$ cat src/rtl/lifo_stack.sv
module lifo_stack #(
  parameter int DEPTH = 16,
  parameter int WIDTH = 16
) (
  input  logic             clk,
  input  logic             rst_n,
  input  logic             push,
  input  logic             pop,
  input  logic [WIDTH-1:0] din,
  output logic [WIDTH-1:0] dout,
  output logic             full,
  output logic             empty,
  output logic             err
);
  localparam int AW = (DEPTH > 1) ? $clog2(DEPTH) : 1;
  localparam int PW = $clog2(DEPTH + 1);
  localparam logic [PW-1:0] TOP_IDLE = PW'(DEPTH);

  logic [WIDTH-1:0] mem [DEPTH];
  logic [PW-1:0]    sp;

  wire           do_push = push & ~pop & ~full;
  wire           do_pop  = pop & ~push & ~empty;
  wire [PW-1:0]  sp_dn   = sp - 1'b1;
  wire [PW-1:0]  sp_up   = sp + 1'b1;
  wire [AW-1:0]  wr_idx  = sp_dn[AW-1:0];
  wire [AW-1:0]  rd_idx  = sp[AW-1:0];

  always_ff @(posedge clk) begin
    if (do_push) mem[wr_idx] <= din;
  end

  always_ff @(posedge clk or negedge rst_n) begin
    if (!rst_n) begin
      sp    <= TOP_IDLE;
      full  <= 1'b0;
      empty <= 1'b1;
      err   <= 1'b0;
      dout  <= '0;
    end else begin
      err <= (push & ~pop & full) | (pop & ~push & empty);
      if (do_push) begin
        sp    <= sp_dn;
        empty <= 1'b0;
        full  <= (sp_dn == '0);
      end else if (do_pop) begin
        dout  <= mem[rd_idx];
        sp    <= sp_up;
        full  <= 1'b0;
        empty <= (sp_up == TOP_IDLE);
      end
    end
  end
endmodule


$ cat config.mk
export PLATFORM = sky130hd
export DESIGN_NAME = lifo_stack
export DESIGN_NICKNAME = d
export VERILOG_FILES = /design/src/rtl/lifo_stack.sv
export SDC_FILE = /design/constraint.sdc
export NUM_CORES = 1
export LEC_CHECK = 0
export BUFFER_PORTS_ARGS = -buffer_cell sky130_fd_sc_hd__buf_4
export CAP_MARGIN = 40
export CORE_MARGIN = 2
export CORE_UTILIZATION = 45
export DETAILED_ROUTE_END_ITERATION = 6
export GPL_TIMING_DRIVEN = 1
export PLACE_DENSITY = 0.75
export SYNTH_ARGS = -nofsm -noshare
export SYNTH_HDL_FRONTEND = slang
export SYNTH_SLANG_ARGS = --single-unit
$ cat constraint.sdc
create_clock -name clk -period 3.3 [get_ports clk]
set_input_delay 0.66 -clock clk [delete_from_list [all_inputs] [get_ports clk]]
set_output_delay 0.66 -clock clk [all_outputs]
set_load 0.005 [all_outputs]
==> impl_results.md <==
* Post-synth cell types at 46
* Combinational power share at 0.247
* Largest cells by area after synthesis: edfxtp_1, mux4_2, dfrtp_1
* # H-tree levels at 1
* Switch share at 0.2860
* Highest Clock Rate at 0.3597 GHz
* Global-route wire length before repair at 36,270 um
* Post-CTS sizing at 0
* Seq cells post-synth at 280
* Required time of the critical path at 3.53 ns
* Vias in the first global route at 6,007
* Nets at 704
* Initial DRC Count at 651
* Routability congestion estimate at 0.8494
* Worst-case clock buffer depth at 3
* FFs w/ async S/R, synth at 0.08571
* Clk Latency, worst-skew pair at 0.54 ns
* Dpl ws at 0.5482 ns
* Tcrit/Tclk final at 0.8424
* Peak supply drop at 0.3846 mV
* Residual DRC count at 0
* CTS Root Cell: clkbuf_16
* I/O Buffers at 38
* Initial core utilization at 0.4569
* Layout Skew at 0.01104 ns
* Fin. max-slew vios at 0
* Reg-to-reg setup timing slack at 0.52 ns
* Register area share after synthesis at 0.7484
* Clk slew on worst S/H paths at 0.06 ns
* Power Internal at 7.163 mW
* Worst-path fanout max at 46
* Worst r2r path cells at 5
* Final setup viols at 0
* Max_slew headroom at 0.4893
* Wire length per cell at 23.67 um
* Number of synthesis warnings at 0
* CTS tree: yes
* Die area at 25,890 um2
* Core Box Area at 24,250 um2
* Gr ovfl total at 0
* Crit Path Class: reg2reg
* Die H at 160.9 um
* Number of synthesized flops with an enable pin at 256
* Diodes inserted at 0
* Most frequent cells in the layout: edfxtp_1, buf_4, mux2i_1, nor2_1
* Sequential Power Share at 0.444
* Clk sink count at 280
* Pwr dens at 783.9 nW/um2
* Mapped cell area at 11,080 um2
* Post-synth top area share at 0.6939
* Final wirelength at 24,210 um
* CP Launch Type: register
* Overall routing resource usage at 0.1863
* Fin crit period at 2.780 ns
* Lkg Pwr at 4.255 nW
* Slew @ Worst Pin at 0.7661 ns
* Most common cell after layout, fill and taps aside: edfxtp_1
* Switch Pwr at 2.869 mW
* Cts hold-fix bufs at 0
* Setup WS post-layout at 0.5202 ns
* Worst min-delay path class: in2async
* Routed via count at 5,943
* Hold Vio Cnt, Final at 0
* Syn Area/Cell at 18.19 um2
* Largest net degree at the start of global routing at 47
* Synthesized net count at 635
* RSZ-0062 raised after global routing: false
* Status: complete, no violations
* Max Cap Violations at 0
* Clock power share at 0.310
* Reg-to-Reg End: mem[2][0]
* Area delta synth->final at 15.52%
* Share of cells above drive strength 1 at 0.2446
* Vias per inst at 5.809
* Post-Synthesis Cells at 609
* Data arrival, critical path at 3.01 ns
* Boundary Pins at 39
* Drt pass-1 iters at 5
* Cts bufs inserted at 28
* Fillers at 1,906
* Synth area leader: edfxtp_1
* Crit path capture type: register
* Chip Width at 160.9 um
* Post-DP HPWL at 15,100 um
* Setup TNS at 0 ns
* Hold slack at 0.06187 ns
* Final ANT Viol Nets at 0
* Post-CTS setup buffers at 0
* Prevailing post-synth register cell: edfxtp_1
* Initial antenna violation count at 0
* # rows at 57
* Reg2reg start: sp[1]
[power by group through the flow]
stage	clock network, mW	logic, mW	registers (mW)
floorplan	0	1.81	4.38
global placement	0	2.38	4.50
detailed placement	0	2.45	4.52
CTS	3.15	2.47	4.45
global route	3.29	2.65	4.48
finish	3.11	2.48	4.45
[cell type report]
cell class                      instances  area, um2  share of cell area
Sequential cell                       280       8297              0.6483
Multi-Input combinational cell        289       2579              0.2015
Clock buffer                           40      817.0             0.06384
Timing Repair Buffer                   75      583.1             0.04556
Tap cell                              324      405.4             0.03168
Clock inverter                         11      101.3            0.007919
Inverter                                4      15.01            0.001173
[state kept, by name, summed over array words and instances (netlist names)]
signal  cells
mem       256
dout       16
sp          5
empty       1
err         1
full        1
[synth_stat cells (6+ instances only)]
cell,n
nor3b_1,6
a21oi_1,18
ha_1,6
a32oi_1,6
nor3_1,8
o221ai_1,7
buf_2,13
o22ai_1,20
a211oi_1,6
dfrtp_1,22
clkbuf_1,10
mux2i_1,50
mux4_2,29
o21ai_0,12
edfxtp_1,256
nand2_1,17
mux2_2,10
nor2_1,37
[cell families (layout without fill, tap and decap cells)]
kind of cell	Yosys count	in the layout	synth area share
compound gates	94	94	0.05851
fa+ha+maj	6	6	0.006776
flops	280	280	0.7484
xor+xnor	6	6	0.004744
simple gates	91	91	0.03976
buf+inv	40	130	0.02044
mux	92	92	0.1214
[per-stage QoR]
| stage | util | instance area [um2] | power [mW] | instances |
|---|---|---|---|---|
| finish | 0.5278 | 12800 | 10.03 | 1023 |
| global route | 0.5278 | 12800 | 10.41 | 1023 |
| CTS | 0.5278 | 12800 | 10.07 | 1023 |
| detailed placement | 0.4899 | 11880 | 6.972 | 972 |
| global placement | 0.4893 | 11860 | 6.875 | 971 |
| floorplan | - | 11080 | 6.196 | 609 |
[worst max-delay path: stages (launching register included)]
cell and delay (ns):
dfrtp_4 0.59, buf_4 0.68, ha_1 0.30, nand2_1 0.13, nor2_2 0.47, buf_4 0.29
[layer usage]
layer	GRT usage	vias up	wire, um
met5	0	-	0
met4	0.04708	0	550
met3	0.03332	53	1898
met2	0.3121	272	11990
met1	0.2552	3029	9771
li1	-	2589	-
[worst max path at each step]
| stage | from | depth (start not counted) | slack, ns | endpoint |
|---|---|---|---|---|
| 3_5_place_dp | sp[1] | 6 | 0.55 | dout[9] |
| 6_report | sp[1] | 5 | 0.52 | mem[2][0] |
| 5_1_grt | sp[1] | 6 | 0.39 | dout[9] |
| 3_3_place_gp | sp[1] | 6 | 0.60 | dout[9] |
| 4_1_cts | sp[1] | 5 | 0.52 | mem[2][0] |
| 2_1_floorplan | sp[0] | 11 | 0.13 | mem[0][0] |
(Power assumes the default switching activity.)
